### config.mk
export PLATFORM = sky130hd
export DESIGN_NAME = sbs_ctrl_top
export DESIGN_NICKNAME = d
export VERILOG_FILES = /design/src/rtl/sbs_pkg.sv /design/src/rtl/sbs_cmd_decode.sv /design/src/rtl/sbs_burst_addr.sv /design/src/rtl/sbs_sleep_ctl.sv /design/src/rtl/sbs_lane_store.sv /design/src/rtl/sbs_ctrl_top.sv
export SDC_FILE = /design/constraint.sdc
export NUM_CORES = 2
export LEC_CHECK = 0
export ABC_CLOCK_PERIOD_IN_PS = 6000
export BUFFER_PORTS_ARGS = -buffer_cell sky130_fd_sc_hd__buf_4
export CAP_MARGIN = 30
export CORE_ASPECT_RATIO = 1.1
export CORE_MARGIN = 2
export CORE_UTILIZATION = 58
export DETAILED_ROUTE_END_ITERATION = 10
export PLACE_DENSITY = 0.74
export RECOVER_POWER = 25
export SLEW_MARGIN = 20
export SYNTH_ARGS = -nofsm -noshare
export SYNTH_HDL_FRONTEND = slang
export SYNTH_SLANG_ARGS = --single-unit
### constraint.sdc
create_clock -name clk -period 6 [get_ports clk]
set_input_delay 1.2 -clock clk [delete_from_list [all_inputs] [get_ports clk]]
set_output_delay 1.2 -clock clk [all_outputs]
set_load 0.03 [all_outputs]
### src/rtl/sbs_pkg.sv
// Shared types for the burst memory controller.
package sbs_pkg;
    // Operation chosen for one clock edge.
    typedef enum logic [2:0] {
        OP_IDLE,
        OP_DESEL,
        OP_LOAD_RD,
        OP_LOAD_WR,
        OP_CONT_RD,
        OP_CONT_WR
    } sbs_op_e;
endpackage

### src/rtl/sbs_cmd_decode.sv
// Command decoder: turns the sampled control pins into one operation per
// edge plus a lane write mask. Assumes all pins are stable around the edge.
module sbs_cmd_decode
    import sbs_pkg::*;
#(
    parameter int LANES = 4
) (
    input  logic             cen1_n,
    input  logic             cen2,
    input  logic             cen3_n,
    input  logic             ads_proc_n,
    input  logic             ads_ctrl_n,
    input  logic             adv_n,
    input  logic             gw_n,
    input  logic             bwe_n,
    input  logic [LANES-1:0] bw_n,
    input  logic             active,
    input  logic             dormant,
    output sbs_op_e          op,
    output logic             step,
    output logic [LANES-1:0] lane_we
);
    logic [LANES-1:0] req_lanes;
    logic             sel;

    // Decode the lane request, the select state and the edge operation.
    always_comb begin
        req_lanes = !gw_n ? '1 : (!bwe_n ? ~bw_n : '0);
        sel       = !cen1_n && cen2 && !cen3_n;
        op        = OP_IDLE;
        step      = 1'b0;
        if (!dormant) begin
            if (!ads_proc_n || !ads_ctrl_n) begin
                if (!sel)            op = OP_DESEL;
                else if (!ads_proc_n) op = OP_LOAD_RD;
                else                 op = (|req_lanes) ? OP_LOAD_WR : OP_LOAD_RD;
            end else if (active) begin
                op   = (|req_lanes) ? OP_CONT_WR : OP_CONT_RD;
                step = !adv_n;
            end
        end
        lane_we = (op == OP_LOAD_WR || op == OP_CONT_WR) ? req_lanes : '0;
    end
endmodule

### src/rtl/sbs_burst_addr.sv
// Burst address generator: latches a start address and steps a two-bit
// offset in linear or interleaved order. eff_addr is the address used on
// the current edge; cur_addr is the one latched by the last access.
module sbs_burst_addr #(
    parameter int ADDR_W = 6,
    parameter int CNT_W  = 2
) (
    input  logic              clk,
    input  logic              rst_n,
    input  logic              load,
    input  logic              cont,
    input  logic              step,
    input  logic              lin_mode,
    input  logic [ADDR_W-1:0] addr_in,
    output logic [ADDR_W-1:0] eff_addr,
    output logic [ADDR_W-1:0] cur_addr
);
    logic [ADDR_W-1:0] base_q, base_sel;
    logic [CNT_W-1:0]  cnt_q, cnt_nxt, low;

    // Pick the base and offset, then form the address for this edge.
    always_comb begin
        base_sel = load ? addr_in : base_q;
        cnt_nxt  = load ? '0 : (step ? cnt_q + 1'b1 : cnt_q);
        low      = lin_mode ? base_sel[CNT_W-1:0] + cnt_nxt
                            : base_sel[CNT_W-1:0] ^ cnt_nxt;
        eff_addr = {base_sel[ADDR_W-1:CNT_W], low};
    end

    // Latch base, offset and access address on every load or continue edge.
    always_ff @(posedge clk) begin
        if (!rst_n) begin
            base_q   <= '0;
            cnt_q    <= '0;
            cur_addr <= '0;
        end else if (load || cont) begin
            base_q   <= base_sel;
            cnt_q    <= cnt_nxt;
            cur_addr <= eff_addr;
        end
    end
endmodule

### src/rtl/sbs_sleep_ctl.sv
// Sleep control: flips the dormant state after SLEEP_CYC consecutive edges
// on which sleep_in differs from it. Assumes sleep_in is already
// synchronous to clk.
module sbs_sleep_ctl #(
    parameter int SLEEP_CYC = 4
) (
    input  logic clk,
    input  logic rst_n,
    input  logic sleep_in,
    output logic dormant
);
    localparam int CW = $clog2(SLEEP_CYC + 1);
    logic [CW-1:0] run_q;

    // Count consecutive differing edges and toggle on the last one.
    always_ff @(posedge clk) begin
        if (!rst_n) begin
            dormant <= 1'b0;
            run_q   <= '0;
        end else if (sleep_in == dormant) begin
            run_q <= '0;
        end else if (run_q == CW'(SLEEP_CYC - 1)) begin
            dormant <= ~dormant;
            run_q   <= '0;
        end else begin
            run_q <= run_q + 1'b1;
        end
    end
endmodule

### src/rtl/sbs_lane_store.sv
// Behavioural storage: one array per byte lane, written on the edge and
// read without a clock. Contents are not reset.
module sbs_lane_store #(
    parameter int ADDR_W = 6,
    parameter int LANE_W = 9,
    parameter int LANES  = 4
) (
    input  logic                    clk,
    input  logic [LANES-1:0]        lane_we,
    input  logic [ADDR_W-1:0]       wr_addr,
    input  logic [LANES*LANE_W-1:0] wdata,
    input  logic [ADDR_W-1:0]       rd_addr,
    output logic [LANES*LANE_W-1:0] rd_data
);
    localparam int DEPTH = 1 << ADDR_W;

    for (genvar g = 0; g < LANES; g++) begin : g_lane
        logic [LANE_W-1:0] mem [DEPTH];
        // Write this lane when its enable is set.
        always_ff @(posedge clk) begin
            if (lane_we[g]) mem[wr_addr] <= wdata[g*LANE_W +: LANE_W];
        end
        assign rd_data[g*LANE_W +: LANE_W] = mem[rd_addr];
    end
endmodule

### src/rtl/sbs_ctrl_top.sv
// Top of the burst memory command controller. It ties together the
// decoder, burst address generator, sleep control and lane store, and
// keeps the burst-open and read-data flags behind the output drive.
module sbs_ctrl_top
    import sbs_pkg::*;
#(
    parameter int ADDR_W    = 6,
    parameter int LANE_W    = 9,
    parameter int LANES     = 4,
    parameter int SLEEP_CYC = 4
) (
    input  logic                    clk,
    input  logic                    rst_n,
    input  logic                    sleep_in,
    input  logic                    cen1_n,
    input  logic                    cen2,
    input  logic                    cen3_n,
    input  logic                    ads_proc_n,
    input  logic                    ads_ctrl_n,
    input  logic                    adv_n,
    input  logic                    gw_n,
    input  logic                    bwe_n,
    input  logic [LANES-1:0]        bw_n,
    input  logic                    oe_n,
    input  logic                    lin_mode,
    input  logic [ADDR_W-1:0]       addr,
    input  logic [LANES*LANE_W-1:0] wdata,
    output logic [LANES*LANE_W-1:0] rdata,
    output logic                    rd_drive
);
    localparam int DATA_W = LANES * LANE_W;

    sbs_op_e           op;
    logic              step, dormant, active_q, rd_flag_q;
    logic [LANES-1:0]  lane_we;
    logic [ADDR_W-1:0] eff_addr, burst_addr;
    logic [DATA_W-1:0] store_q;

    sbs_sleep_ctl #(.SLEEP_CYC(SLEEP_CYC)) i_sleep (
        .clk(clk), .rst_n(rst_n), .sleep_in(sleep_in), .dormant(dormant)
    );

    sbs_cmd_decode #(.LANES(LANES)) i_dec (
        .cen1_n(cen1_n), .cen2(cen2), .cen3_n(cen3_n),
        .ads_proc_n(ads_proc_n), .ads_ctrl_n(ads_ctrl_n), .adv_n(adv_n),
        .gw_n(gw_n), .bwe_n(bwe_n), .bw_n(bw_n),
        .active(active_q), .dormant(dormant),
        .op(op), .step(step), .lane_we(lane_we)
    );

    sbs_burst_addr #(.ADDR_W(ADDR_W), .CNT_W(2)) i_addr (
        .clk(clk), .rst_n(rst_n),
        .load(op == OP_LOAD_RD || op == OP_LOAD_WR),
        .cont(op == OP_CONT_RD || op == OP_CONT_WR),
        .step(step), .lin_mode(lin_mode), .addr_in(addr),
        .eff_addr(eff_addr), .cur_addr(burst_addr)
    );

    sbs_lane_store #(.ADDR_W(ADDR_W), .LANE_W(LANE_W), .LANES(LANES)) i_store (
        .clk(clk), .lane_we(lane_we), .wr_addr(eff_addr), .wdata(wdata),
        .rd_addr(burst_addr), .rd_data(store_q)
    );

    // Track whether a burst is open and whether the last access was a read.
    always_ff @(posedge clk) begin
        if (!rst_n || dormant) begin
            active_q  <= 1'b0;
            rd_flag_q <= 1'b0;
        end else begin
            case (op)
                OP_DESEL:   begin active_q <= 1'b0; rd_flag_q <= 1'b0; end
                OP_LOAD_RD: begin active_q <= 1'b1; rd_flag_q <= 1'b1; end
                OP_LOAD_WR: begin active_q <= 1'b1; rd_flag_q <= 1'b0; end
                OP_CONT_RD: rd_flag_q <= 1'b1;
                OP_CONT_WR: rd_flag_q <= 1'b0;
                default:    ;
            endcase
        end
    end

    // Output drive follows the read flag, gated by the enable and sleep.
    always_comb begin
        rd_drive = rd_flag_q && !oe_n && !dormant;
        rdata    = rd_drive ? store_q : '0;
    end
endmodule

* Yosys cells after proc, flatten, opt, wreduce, memory -nomap -nowiden *
Memory sizes are Yosys's and may differ from the RTL's. A register that Yosys moved wholly into a read port is not among the register bits.
Index checks and enable logic that the tools add are counted.

storage, ports and cells
  input port bits = 59
  memories kept = 4
  bits in registers = 20
  RAM bits = 2304
  output and inout port bits = 37
  word-level logic and storage cells = 88

operators by class
  bitwise logic cells = 5
  reduce and logical (&&, ||, !) cells = 26
  add/subtract/negate cells = 3
  muxes and demuxes = 36
  equal/unequal tests = 7

memory list
  name                   words  bits a word  read ports  clocked after memory_dff  wr ports  RTL line              source
  i_store.g_lane[0].mem  64     9            1           1                         1         sbs_lane_store.sv:18  logic [LANE_W-1:0] mem [DEPTH];
  i_store.g_lane[1].mem  64     9            1           1                         1         sbs_lane_store.sv:18
  i_store.g_lane[2].mem  64     9            1           1                         1         sbs_lane_store.sv:18
  i_store.g_lane[3].mem  64     9            1           1                         1         sbs_lane_store.sv:18

operator list
  cell                                                                   count
  6-bit 2-to-1 mux                                                       9
  36-bit 2-to-1 mux                                                      1
  3-bit 2-to-1 mux                                                       5
  1-bit 2-to-1 mux                                                       13
  4-bit 2-to-1 mux                                                       3
  3-bit by 2-bit equality test with 1-bit output, second input constant  3
  1-bit zero test                                                        8
  3-bit equality test, second input constant                             2
  1-bit logical OR                                                       6
  2-bit 2-to-1 mux                                                       3
  3-bit OR reduction                                                     2
  1-bit logical AND                                                      4
  4-bit inverter                                                         1
  1-bit case mux with 2 select lines                                     2
  2-bit nonzero test                                                     2
  2-bit OR reduction                                                     2
  4-bit OR reduction                                                     1
  3-bit by 1-bit adder with 3-bit output, second input constant          1
  3-bit by 1-bit equality test with 1-bit output, second input constant  1
  1-bit inverter                                                         3
  2-bit by 1-bit adder with 2-bit output, second input constant          1
  2-bit adder                                                            1
  2-bit AND reduction                                                    1
  2-bit bitwise XOR                                                      1
  1-bit equality test                                                    1

* Depth between registers and ports, before layout *
  depth after elaboration = 16
  mapped depth = 13

* Modules after synthesis *
Synthesis repeated with hierarchy kept, for this count alone.

second synthesis, totals
  cells, all modules = 4168
  area, all modules = 90434.2 um^2

modules (own cells, without submodules)
  module          area each (um^2)  times used  cells each  seq. area each (um^2)
  sbs_lane_store  89213.1           1           4027        69186.4
  sbs_burst_addr  520.5             1           55          200.2
  sbs_ctrl_top    387.9             1           51          40.0
  sbs_sleep_ctl   163.9             1           13          80.1
  sbs_cmd_decode  148.9             1           22          0.0

* Worst setup path after synthesis *
No wires, ideal clock.

  path type = input to output
  start = input oe_n
  end = output rdata[30]
  path slack = 1.447 ns
  data arrival time = 3.353 ns
  cell stages on the path = 8
  data required time = 4.800 ns
  buffers on the path = 1
  cells stage by stage = nor2_1 -> nand2_1 -> inv_1 -> clkbuf_1 -> nand2_1 -> nor3_1 -> a2111oi_0 -> a221oi_1

on the way
  cells in the longest elaborated chain, start to end = 4

ends and longest elaborated chain
  element                         RTL line            source
  start: declaration              sbs_ctrl_top.sv:24  input logic oe_n,
  1-bit zero test                 sbs_ctrl_top.sv:83  rd_drive = rd_flag_q && !oe_n && !dormant;
  1-bit logical AND (2 in a row)  sbs_ctrl_top.sv:83
  named net rd_drive              sbs_ctrl_top.sv:29  output logic rd_drive
  36-bit 2-to-1 mux               sbs_ctrl_top.sv:84  rdata = rd_drive ? store_q : '0;
  end: declaration                sbs_ctrl_top.sv:28  output logic [LANES*LANE_W-1:0] rdata,

The timed path passes the listed nets, and every way through them passes these cells.

==> qor.txt <==
r2r startpoint = i_sleep.dormant$_SDFFE_PN0P_
Cells after DPL = 6,243
CP Max Fanout = 34
IO Pins = 96
clk root buf = clkbuf_16
crit end category = primary output
WHS Path Cells = 1
worst reg2reg path depth = 11
static leakage = 31.12 nW
Yosys warning count = 0
Layout Cells excl Fill = 6,679
Crit Path Category = flop to primary output
fmax = 166.7 MHz
final layout net count = 4,482
capturing point of the worst reg2reg path = i_store.g_lane[0].mem[29][5]$_DFFE_PP_
Post-CTS Setup Repair Bufs = 0
setup TNS = 0 ns
first-pass GRT wire length = 324.6 mm
Hold Path Origin = i_sleep.run_q[0]$_SDFF_PP0_
vias after detailed routing = 45,010
cells along the critical path = buf_4, mux4_2, mux4_2, a2111oi_0, a221oi_1, buf_4
WHS Endpoint = i_sleep.run_q[0]$_SDFF_PP0_
RSZ-0062 raised after global routing = false
Rows = 152
PwrDens = 317.8 mW/mm²
top-count cell post-synth = edfxtp_1
area growth from synthesis to layout = 12.37%
Vias per Instance = 6.739
Total Wirelength = 227.2 mm
post-cts sizing count = 0
Core ar. = 0.1554 mm²
initial antenna violation count = 7
CP Launch Type = flop
Max Cap Violations = 29
Final ANT Viol Nets = 0
WP data required = 4.80 ns
drt first pass iters = 5
Period Utilization, post-route = 99.98%
Mapped Area = 0.09046 mm²
worst hold path class = flop to flop
Hold Fails Final Rpt = 0
Layout Skew = 0.01965 ns
die width = 380.6 µm
Slew headroom = -118.0%
# H-tree levels = 4
Initial DRC Count = 6,566
Overall Global Routing Usage = 28.85%
Fillers = 9,716
Worst-path clk slew = 0.06 ns
Tmin final = 5.999 ns
Final Setup Violations = 0
max incr delay on CP = 0.99 ns
count of input and output buffers = 95
Post-synth ARST share = 0%
largest net degree at the start of global routing = 68
CP bufs+invs = 2
Num Clock Sinks = 2,326
reg-to-reg setup timing slack = 1.83 ns
Avg WL per Cell = 34.01 µm
post-synthesis sequential area ratio = 76.97%
routability cong. = 0.8691
die area = 0.1592 mm²
Synthesized Nets = 4,166
post-synth top area share = 76.48%
Top delay family on crit path = compound AO/OA/AOI/OAI gates
share of cells above drive strength 1 = 27.77%
DRC errors left = 0
failing checks = max-capacitance violations, max-slew violations
Crit path arrival time = 4.80 ns
post-route cell area = 0.1017 mm²
Syn Area/Cell = 22.04 µm²
worst IR drop on VDD = 231.5 µV
placed cell area = 0.09452 mm²
post-DP HPWL = 133.0 mm
Synth area leaders = edfxtp_1, mux4_2, mux2i_1
Max Root-Sink Buffers = 3
CTS Buf Count = 210
Synth Flop Type = edfxtp_1
Post-synth EDFFs = 2,304
CP max-delay cell = a2111oi_0
status = finished with violations
Post-Syn Instances = 4,104
initial core utilization = 58.22%
Clock Latency Late Sink = 0.84 ns
vias in the first global route = 44,320
synth cell count leaders = edfxtp_1, mux4_2, nor2_1, mux2i_1, nand2_1
CTS tree = yes
cell taking the most area after synthesis = edfxtp_1
hold_buf cts = 0
Netlist cell types = 75
Synth Register Bits = 2,326
die height = 418.2 µm
Power Total = 32.31 mW
Overflow after GRT = 0
Worst-Margin Slew = 3.270 ns
max-slew violation count = 1,885
-- worst register-to-register path: stages, from the launching register on --
cell and delay, ns:
dfxtp_1 0.39, or3b_4 0.44, nor2_1 0.13, xnor2_1 0.08
nor2_1 0.13, ha_1 0.23, nand2_1 0.11, or2_2 0.32
a221oi_4 0.53, o31ai_4 0.13, buf_4 0.45, nor2_1 0.84
-- flip-flops by register name, summed over array words and instances, names as in the netlist, named ones only --
name                cells
active_q                1
i_addr.base_q           5
i_addr.cnt_q            2
i_addr.cur_addr         3
i_sleep.dormant         1
i_sleep.run_q           3
i_store.g_lane.mem   2304
rd_flag_q               1
-- power breakdown --
group	switching [mW]	leakage (nW)	total (mW)	internal (mW)
clock	5.82	3.36	13.5	7.73
sequential	0.0201	20.9	17.9	17.9
combinational	0.637	6.88	0.854	0.218
total	6.47	31.1	32.3	25.8
-- stage by stage --
step                      hold slack [ns]  setup WS, ns  utilization [%]
after floorplan                    0.3992         1.447                -
after global placement             0.4077        0.7094            60.77
after detailed placement           0.4350        0.7389            60.83
after CTS                          0.4435       0.02583            65.26
after global routing               0.4526      0.006438            65.41
final                              0.4343      0.001025            65.42
-- cells by family (layout without fill, tap and decap cells) --
group                      count (synthesis)  after routing  share of synthesized area [%]
DFF                                     2326           2326                          76.97
buffers and inverters                    240            728                          1.401
AOI/OAI and AO/OA                        206            206                          1.669
other                                      0              8                              0
adders and majority gates                  3              3                        0.04150
xor gates and xnor gates                   2              2                        0.01937
and+or+nand+nor                          556            556                          2.609
muxes                                    771            771                          17.29
-- routing by layer --
metal / vias to the layer above / GRT usage, % / share of wire, %
met1: 23700 / 40.50 / 36
li1: 17880 / - / -
met5: - / 0 / 0.039
met2: 2962 / 44.75 / 48
met4: 12 / 10.71 / 3.9
met3: 460 / 7.056 / 12
-- cell usage in the layout, fill, tap and decap left out, types with 30 or more instances in the layout --
master and n:
edfxtp_1 2304, mux4_2 632, nor2_1 310, buf_4 268, clkbuf_16 214, nand2_1 122
mux2i_1 120, clkbuf_1 76, clkinv_1 46, clkinv_2 33, buf_12 31, o21ai_0 30
-- worst max path at each step --
stage | from | end | slack (ns) | cells after the start
global route | flop | rdata[22] | 0.006 | 6
finish | flop | rdata[22] | 0.001 | 6
detailed placement | oe_n | rdata[22] | 0.74 | 9
global placement | oe_n | rdata[30] | 0.71 | 9
CTS | flop | rdata[22] | 0.03 | 6
floorplan | oe_n | rdata[30] | 1.45 | 8
-- area by class of cell --
cell class                      count  area [µm²]  area share, %
Clock inverter                    122        1344          1.322
Sequential cell                  2326       69650          68.52
Inverter                           12       52.55        0.05170
Antenna cell                        8       20.02        0.01969
Multi-Input combinational cell   1538       19660          19.34
Clock buffer                      262        5545          5.455
Timing Repair Buffer              332        2786          2.741
Tap cell                         2079        2601          2.559
No activity file was read; power rests on OpenSTA's default activity.
